## src/rtl/cellbuf_addr_gen.sv

```systemverilog
module cellbuf_addr_gen #(
  parameter int BASE_W = 11,
  parameter int SIZE_W = 2,
  parameter int PTR_W  = 7,
  parameter int OFF_W  = 5,
  parameter int REG_W  = 16
) (
  input  logic                      clk,
  input  logic                      rst_n,
  input  logic                      rx_en,
  input  logic                      cfg_we,
  input  logic [REG_W-1:0]          cfg_wdata,
  output logic [REG_W-1:0]          cfg_rdata,
  output logic [REG_W-1:0]          ptr_rdata,
  input  logic                      word_stb,
  input  logic                      cell_end,
  output logic [BASE_W+OFF_W+3:0]   word_addr
);
  localparam int ADDR_W  = BASE_W + OFF_W + 4;
  localparam int SHIFT_B = OFF_W + 4;
  localparam logic [OFF_W-1:0] OFF_MAX = '1;

  logic [SIZE_W-1:0] size_q;
  logic [BASE_W-1:0] base_q;
  logic [PTR_W-1:0]  ptr_q;
  logic [OFF_W-1:0]  off_q;
  logic [PTR_W:0]    depth;
  logic [PTR_W-1:0]  mask;
  logic [PTR_W-1:0]  ptr_inc;

  assign depth   = (PTR_W+1)'(16) << size_q;
  assign mask    = PTR_W'(depth - 1'b1);
  assign ptr_inc = (ptr_q + 1'b1) & mask;

  always_ff @(posedge clk) begin
    if (!rst_n) begin
      size_q <= '0;
      base_q <= '0;
    end else if (cfg_we) begin
      size_q <= cfg_wdata[SIZE_W-1:0];
      base_q <= cfg_wdata[SIZE_W+BASE_W-1:SIZE_W];
    end
  end

  always_ff @(posedge clk) begin
    if (!rst_n || !rx_en)  ptr_q <= '0;
    else if (cell_end)     ptr_q <= ptr_inc;
  end

  always_ff @(posedge clk) begin
    if (!rst_n || !rx_en)             off_q <= '0;
    else if (cell_end)                off_q <= '0;
    else if (word_stb && off_q != OFF_MAX) off_q <= off_q + 1'b1;
  end

  assign cfg_rdata = REG_W'({base_q, size_q});
  assign ptr_rdata = REG_W'(ptr_q);
  assign word_addr = (ADDR_W'(base_q) << SHIFT_B)
                   | (ADDR_W'(ptr_q & mask) << OFF_W)
                   | ADDR_W'(off_q);
endmodule

```

## config.mk

```make
export PLATFORM = sky130hd
export DESIGN_NAME = cellbuf_addr_gen
export DESIGN_NICKNAME = d
export VERILOG_FILES = /design/src/rtl/cellbuf_addr_gen.sv
export SDC_FILE = /design/constraint.sdc
export NUM_CORES = 1
export LEC_CHECK = 0
export CAP_MARGIN = 20
export CORE_ASPECT_RATIO = 0.75
export CORE_UTILIZATION = 40
export CTS_CLUSTER_SIZE = 40
export DETAILED_ROUTE_END_ITERATION = 8
export DONT_BUFFER_PORTS = 1
export HOLD_SLACK_MARGIN = 0.03
export SYNTH_ARGS = -nofsm -noshare
export SYNTH_HDL_FRONTEND = slang
export SYNTH_SLANG_ARGS = --single-unit
```

## constraint.sdc

```tcl
create_clock -name clk -period 1.98 [get_ports clk]
set_clock_uncertainty 0.2 [all_clocks]
set_input_delay 0 -clock clk [delete_from_list [all_inputs] [get_ports clk]]
set_output_delay 0 -clock clk [all_outputs]
set_load 0.005 [all_outputs]
```

==> reports/qor.csv, run 1 <==
metric;value;unit
status;complete, no violations;
fmax;526;MHz
DIE HEIGHT;50.7;um
crit path cell chain;ha_1 -> and3_1 -> ha_2 -> nand2b_4 -> or3_1 -> a21oi_1;
Worst Hold Slack;272;ps
DRC;0;
CTS buffer count;3;
Die Width;67.0;um
pin count of the biggest net entering global routing;15;
dominant cell type by area after synthesis;dfxtp_1;
peak supply drop;0.392;mV
initial drt markers;23;
WP data required;1970;ps
CTS Sinks;25;
Cells after Synth;132;
H-tree Lvls;1;
total chip power;952;uW
crit-path max FO;4;
Mapped Avg Cell Area;9.59;um^2
worst hold path class;primary input to flip-flop;
DR vias;927;
family with the most delay on the worst path;simple AND/OR/NAND/NOR gates;
first-pass GRT wire length;4.15;mm
Placer Congestion;0.693;
Syn Std Cell Area;1270;um^2
crit start category;flip-flop;
Synthesis Warnings;0;
area grow syn2layout;19.9;%
GR Overflow Total;0;
DP HPWL;1.70;mm
crit path time final;1900;ps
Initial Util;42.5;%
share of layout cells above drive strength 1;8.00;%
flops & latches, synth;25;
Die ar.;3400;um^2
dominant cells by area after synthesis;dfxtp_1, buf_4, mux2i_1;
Switch Pwr;212;uW
# IOs;74;
Final Hold Viols;0;
drt pass-1 iters;4;
Routed Antenna Nets;0;
Worst Path Arrival;1890;ps
Comb power frac;12.7;%
initial antenna violation count;0;
Clock Path Buffers;2;
RSZ-0062 raised after global routing;false;
CTS root buffer;clkbuf_8;
postcts setup bufs;0;
clock power share;30.2;%
# nets final;176;
max-cap viol count;0;
post-synthesis sequential area ratio;39.5;%
fin crit share;96.0;%
sum of negative setup slack;0;ps
leakage power;0.000604;uW
Slowest Stage Delay on Critical Path;370;ps
worst skew pair latency;260;ps
top cell type's share of synthesized area;39.5;%
CP Buf/Inv Count;0;
Routed WL;2.60;mm
CORE AREA;2980;um^2
clock transition at the registers of the reported paths;80;ps
Final setup violation count;0;
switch share;22.3;%
WL/cell;13.8;um
number of port buffers;0;
Crit Path Class;flip-flop to flip-flop;
all-layer global routing usage;16.8;%
startpoint of the worst hold path;cfg_we;
Distinct cells, synth;29;
slowest CP cell;dfxtp_4;
Pint;740;uW
Worst Setup SP;off_q[0]$_SDFFE_PP0P_;
FF-to-FF Start;off_q[0]$_SDFFE_PP0P_;
vias in the first global route;885;
pins over their slew limit;0;
drt via density;4.93;
P per Cell Area;627;nW/um^2
CP endpoint kind;flip-flop;
Cell Rows;17;
CTS tree;done;
Flop pwr share;57.0;%
antenna fix cells;0;
==> cell type report <==
class	count	area (um^2)
fillers	279	1460
flip-flops and latches	25	505
multi-input cells	89	608
well taps	38	47.5
inverters	1	3.75
clock buffers	4	45.0
repair buffers	31	308
==> power groups by stage <==
stage          Sequential [uW]  Clock (uW)  Combinational (uW)
2_1_floorplan              548           0                94.4
3_3_place_gp               555           0                52.4
3_5_place_dp               556           0                54.2
4_1_cts                    544         301                 117
5_1_grt                    546         331                 134
6_report                   543         288                 121
==> tightest hold or removal path, delay by kind of cell <==
kind | cells | cell delay (ps)
and+or+nand+nor | 1 | 100
muxes | 1 | 50
buffers and inverters | 1 | 550
==> kinds of logic (layout without fill, tap and decap cells) <==
family                     Yosys count  count (layout)  share of synthesized area (%)
DFF                                 25              25                           39.5
other                                1              12                          0.296
adders and majority gates            3               3                           2.96
and+or+nand+nor                     41              41                           18.5
muxes                               14              14                           11.1
AOI/OAI and AO/OA                   13              13                           7.02
buffers and inverters               29              36                           16.5
xor gates and xnor gates             6               6                           4.15
==> per-stage QoR <==
step,utilization [%],cells,worst slack (ps),instance area [um^2]
6_report,51.0,188,79.6,1520
5_1_grt,51.0,188,4.47,1520
2_1_floorplan,-,143,190,1310
3_3_place_gp,38.9,154,147,1160
3_5_place_dp,38.9,154,8.08,1160
4_1_cts,50.5,188,21.5,1500
==> path summary, 6_finish.rpt <==
path | cells after the start | endpoint | slack [ps]
setup / recovery | 6 | off_q[3]$_SDFFE_PP0P_ | 80
hold / removal | 3 | base_q[2]$_SDFFE_PN0P_ | 270
setup reg to reg | 6 | off_q[3]$_SDFFE_PP0P_ | 80
hold reg to reg | 2 | off_q[1]$_SDFFE_PP0P_ | 290
==> flip-flops by register name, indices dropped and copies added, names as in the netlist <==
register / count
base_q: 11
off_q: 5
ptr_q: 7
size_q: 2
==> layer usage <==
layer / GRT usage, % / vias up / wire length (um)
li1: - / 442 / -
met1: 17.6 / 448 / 1050
met2: 31.0 / 35 / 1360
met3: 5.91 / 2 / 172
met4: 4.96 / 0 / 17
met5: 0 / - / 0
==> synthesized netlist by cell type (all sizes together) <==
library cell,number
inv,1
nand2b,2
a221oi,1
nand2,8
nor2,7
a21boi,1
clkbuf,1
o21ai,4
and3,1
ha,3
dfxtp,25
or3,3
nand3,1
a211oi,2
a21o,1
buf,27
or2,1
a21oi,3
nand3b,1
nand4,3
nor2b,14
xnor2,2
mux2i,14
a31o,1
conb,1
xor2,4
==> cells in the final DEF (no fill, tap or decap), drive strengths merged, types with 2 or more instances in the layout <==
master	netlist	final
nand4	3	3
o21ai	4	4
nand2b	2	2
ha	3	3
nor2b	14	14
clkbuf	1	4
dfxtp	25	25
nor2	7	7
a21oi	3	3
or3	3	3
dlygate4sd3	0	30
a211oi	2	2
conb	1	12
xnor2	2	2
xor2	4	4
mux2i	14	14
nand2	8	8
==> what timing repair did <==
action                                  4_1_cts  5_1_grt
endpoints found under the setup margin        1        1
gates resized for setup                       1        4
hold buffers                                 30        0
hold endpoints to repair                     25        0
Note: power is estimated with default switching activity, not from simulation.
==> inputs of run 2 (changes only) <==
CTS_BUF_LIST = sky130_fd_sc_hd__clkbuf_2 sky130_fd_sc_hd__clkbuf_4 sky130_fd_sc_hd__clkbuf_8   (was not set)
==> reports/qor.csv, run 2 (synthesis results as in run 1) <==
metric;value;unit;change
sum of negative setup slack;0;ps;unchanged
GR Overflow Total;0;;unchanged
Largest register FFs;11;;unchanged
DP HPWL;1.70;mm;unchanged
WL/cell;14.4;um;+4.0%
crit start category;flip-flop;;
Reg area;505;um^2;unchanged
worst hold path class;primary input to flip-flop;;
Flop pwr share;55.9;%;-1.1 points
leakage power;0.000608;uW;+0.57%
fin util;51.1;%;+0.13 points
status;complete, no violations;;
WP data required;1980;ps;about the same
Clock Path Buffers;2;;unchanged
pins over their slew limit;0;;unchanged
RSZ-0062 raised after global routing;false;;
max-cap viol count;0;;unchanged
Die ar.;3400;um^2;unchanged
CORE AREA;2980;um^2;unchanged
postcts setup bufs;0;;unchanged
H-tree Lvls;1;;unchanged
Die Width;67.0;um;unchanged
antenna fix cells;0;;unchanged
worst skew pair latency;260;ps;about the same
crit-path max FO;4;;unchanged
vias in the first global route;902;;+1.9%
Final setup violation count;0;;unchanged
area of the multi-input gates;608;um^2;unchanged
fmax;527;MHz;+0.13%
initial drt markers;16;;-30%
CP endpoint kind;flip-flop;;
Final Hold Viols;0;;unchanged
CTS tree;done;;
peak supply drop;0.393;mV;+0.22%
CTS root buffer;clkbuf_8;;
crit path time final;1900;ps;-2.53 ps
Routed Antenna Nets;0;;unchanged
fin crit share;95.8;%;-0.13 points
register name with the most flops;base_q;;
Switch Pwr;218;uW;+2.9%
commonest cells after routing, fill and taps aside;dlygate4sd3_1, dfxtp_1, mux2i_1, nor2b_1, conb_1;;
Routed WL;2.70;mm;+4.0%
initial antenna violation count;0;;unchanged
P per Cell Area;639;nW/um^2;+1.9%
# nets final;176;;unchanged
CTS Sinks;25;;unchanged
DR vias;938;;+1.2%
Cell Rows;17;;unchanged
Pint;754;uW;+1.9%
clock transition at the registers of the reported paths;80;ps;about the same
drt via density;4.99;;+1.2%
r2r setup slk;80;ps;about the same
Fillers;277;;-0.72%
first-pass GRT wire length;4.31;mm;+3.8%
Initial Util;42.5;%;unchanged
area grow syn2layout;20.2;%;
number of port buffers;0;;unchanged
# IOs;74;;unchanged
switch share;22.4;%;+0.18 points
CTS buffer count;3;;unchanged
Crit Path Class;flip-flop to flip-flop;;
drt pass-1 iters;4;;unchanged
Comb power frac;12.5;%;-0.2 points
pin count of the biggest net entering global routing;15;;unchanged
DIE HEIGHT;50.7;um;unchanged
all-layer global routing usage;17.7;%;+0.92 points
most common cell after layout, fill and taps aside;dlygate4sd3_1;;
clock power share;31.7;%;+1.5 points
Worst Path Arrival;1900;ps;about the same
largest registers;base_q x11, ptr_q x7, off_q x5;;
share of layout cells above drive strength 1;8.67;%;+0.67 points
DRC;0;;unchanged
Placer Congestion;0.693;;unchanged
==> run 2: cell count changes in the layout (fill, tap and decap cells not counted) <==
| cell | change |
|---|---|
| clkbuf_4 | +1 |
| clkbuf_1 | -1 |
==> run 2: layout make-up <==
type                    count  area share, %
inverters                   1          0.247
flip-flops and latches     25           33.2
well taps                  38           3.12
multi-input cells          89           40.0
repair buffers             31           20.2
clock buffers               4           3.21
==> run 2: per-stage QoR <==
step                      power (uW)  setup slack, ps  cell area, um^2  instances  hold slack, ps
after floorplan                  643              190             1310        143           -71.8
after detailed placement         610             8.08             1160        154            -107
after global placement           608              147             1160        154            -108
after CTS                        981             21.2             1510        188             236
after global routing            1030             6.44             1520        188             283
final                            972             82.2             1520        188             268
==> run 2: repair_timing <==
item,CTS,global route
resized for setup,1,4
endpoints found under the setup margin,1,1
hold endpoints to repair,25,0
pin swaps,0,0
cloned,0,0
hold buffers,30,0
==> run 2: worst paths after layout <==
path / endpoint / from / cells past startpoint
worst max register to register: off_q[3]$_SDFFE_PP0P_ / off_q[0]$_SDFFE_PP0P_ / 6
worst min register to register: off_q[1]$_SDFFE_PP0P_ / off_q[1]$_SDFFE_PP0P_ / 2
worst min-delay path: base_q[2]$_SDFFE_PN0P_ / cfg_we / 3
worst max-delay path: off_q[3]$_SDFFE_PP0P_ / off_q[0]$_SDFFE_PP0P_ / 6
==> run 2: metal layers <==
layer	GRT usage [%]	vias to the layer above	part of all wire (%)
li1	-	443	-
met3	7.05	6	7.5
met1	18.0	449	38
met4	7.80	0	2.0
met2	31.5	40	52
met5	0	-	0
==> run 2: power by group through the flow <==
stage,clock (uW),combinational (uW),sequential (uW)
floorplan,0,94.4,548
global placement,0,52.4,555
detailed placement,0,54.2,556
CTS,320,117,544
global route,345,134,546
finish,308,121,543
==> run 2: critical path, cell delays in order, from the launching register on <==
cell and delay, ps:
dfxtp_4 370, ha_1 220, and3_1 190, ha_2 180
nand2b_4 150, or3_1 360, a21oi_1 150
==> inputs of run 3 (changes only) <==
clock period = 1.72 ns   (was 1.98 ns; I/O delays follow)
==> reports/qor.csv, run 3 (synthesis results as in run 1) <==
metric;value;unit;change
Fillers;289;;+4.3%
# nets final;172;;-2.3%
Pint;849;uW;+13%
GR Overflow Total;0;;unchanged
max-cap viol count;0;;unchanged
Die Width;67.0;um;unchanged
total chip power;1100;uW;+13%
Initial Util;42.5;%;unchanged
antenna fix cells;0;;unchanged
failing checks;negative setup slack;;
# IOs;74;;unchanged
share of layout cells above drive strength 1;16.4;%;+7.8 points
worst hold path class;primary input to flip-flop;;
all-layer global routing usage;15.6;%;-2.1 points
H-tree Lvls;1;;unchanged
WP data required;1720;ps;-260 ps
RSZ-0062 raised after global routing;true;;
CORE AREA;2980;um^2;unchanged
Routed Antenna Nets;0;;unchanged
WL/cell;13.0;um;-9.7%
number of port buffers;0;;unchanged
Comb power frac;10.5;%;-2.0 points
leakage power;0.000627;uW;+3.1%
Switch Pwr;246;uW;+13%
hold depth;2;;-1
drt pass-1 iters;3;;-1
Area after DPL;1210;um^2;+4.4%
worst skew pair latency;260;ps;about the same
DR vias;886;;-5.5%
DRC;0;;unchanged
Setup WS pre-CTS;-38.1;ps;-46.2 ps
initial antenna violation count;0;;unchanged
switch share;22.4;%;about the same
Final Hold Viols;0;;unchanged
first-pass GRT wire length;3.88;mm;-9.8%
fin crit share;100;%;+4.4 points
peak supply drop;0.390;mV;-0.54%
Flop pwr share;56.8;%;+0.9 points
CP endpoint kind;flip-flop;;
CTS root buffer;clkbuf_8;;
Cell Rows;17;;unchanged
fmax;580;MHz;+10%
largest registers;base_q x11, ptr_q x7, off_q x5;;
P per Cell Area;731;nW/um^2;+14%
crit start category;flip-flop;;
worst reg2reg path depth;6;;unchanged
DIE HEIGHT;50.7;um;unchanged
initial drt markers;27;;+11
CTS Sinks;25;;unchanged
commonest cells after routing, fill and taps aside;dfxtp_1, dlygate4sd3_1, mux2i_1, nor2b_1, conb_1;;
crit-path max FO;4;;unchanged
crit path time final;1730;ps;-173 ps
area grow syn2layout;18.3;%;
Final setup violation count;1;;+1
vias in the first global route;889;;-1.4%
Worst Path Arrival;1730;ps;-170 ps
fin worst setup slack;-5.07;ps;-87.2 ps
status;complete, but fails checks;;
drt via density;4.82;;-3.5%
Clock Path Buffers;2;;unchanged
sum of negative setup slack;-5.07;ps;-5.07 ps
DP HPWL;1.65;mm;-3.0%
most common cell after layout, fill and taps aside;dfxtp_1;;
Placer Congestion;0.655;;-5.6%
fin area;1500;um^2;-1.6%
CTS buffer count;3;;unchanged
register name with the most flops;base_q;;
Routed WL;2.39;mm;-12%
CTS tree;done;;
Largest register FFs;11;;unchanged
Crit Path Class;flip-flop to flip-flop;;
Die ar.;3400;um^2;unchanged
fin util;50.3;%;-0.80 points
clock transition at the registers of the reported paths;80;ps;about the same
pins over their slew limit;0;;unchanged
clock power share;32.7;%;+1.0 points
pin count of the biggest net entering global routing;14;;-1
run 3: cell types whose count changed in the layout (fill, tap and decap cells not counted), sizes merged:
cell	delta
dlygate4sd3	-11
buf	+7
run 3: path summary, 6_finish.rpt:
kind                         start                endpoint  slack [ps]
max          off_q[1]$_SDFFE_PP0P_   off_q[3]$_SDFFE_PP0P_          -5
min                          rst_n  base_q[3]$_SDFFE_PN0P_         200
max reg2reg  off_q[1]$_SDFFE_PP0P_   off_q[3]$_SDFFE_PP0P_          -5
min reg2reg  off_q[4]$_SDFFE_PP0P_   off_q[4]$_SDFFE_PP0P_         350
run 3: critical path: stages (launching register included):
cell      delay [ps]
dfxtp_2          340
ha_4             160
and3_4           180
ha_4             150
nand2b_4         140
or3_4            370
a21oi_2          130
run 3: timing repair:
action | 4_1_cts | 5_1_grt
pin swaps | 2 | 3
setup endpoints to repair | 1 | 6
setup buffers | 0 | 2
gates resized for setup | 0 | 6
hold endpoints to repair | 25 | 0
hold buffers | 20 | 0
run 3: power groups by stage:
stage	clock, uW	sequential (uW)	combinational [uW]
after floorplan	0	631	110
after global placement	0	636	67.4
after detailed placement	0	636	69.3
after CTS	370	623	115
after global routing	400	627	131
final	358	623	115
run 3: metrics by stage:
| step | hold slack [ps] | cells |
|---|---|---|
| 2_1_floorplan | -71.8 | 143 |
| 3_3_place_gp | -109 | 159 |
| 3_5_place_dp | -108 | 159 |
| 4_1_cts | 188 | 183 |
| 5_1_grt | 192 | 184 |
| 6_report | 201 | 184 |
run 3: routing by layer:
layer,vias to the layer above,routed length [um],part of all wire [%],GRT usage [%]
met2,42,1130,47,26.6
li1,433,-,-,-
met1,409,1050,44,17.3
met4,0,14,0.59,4.61
met3,2,198,8.3,7.05
met5,-,0,0,0
run 3: cell type report:
| class | instances | area, um^2 | share of cell area [%] |
|---|---|---|---|
| timing repair buffer | 27 | 250 | 16.7 |
| multi-input combinational | 89 | 644 | 43.0 |
| sequential | 25 | 503 | 33.6 |
| inverter | 1 | 3.75 | 0.251 |
| clock buffer | 4 | 48.8 | 3.26 |
| tap | 38 | 47.5 | 3.17 |
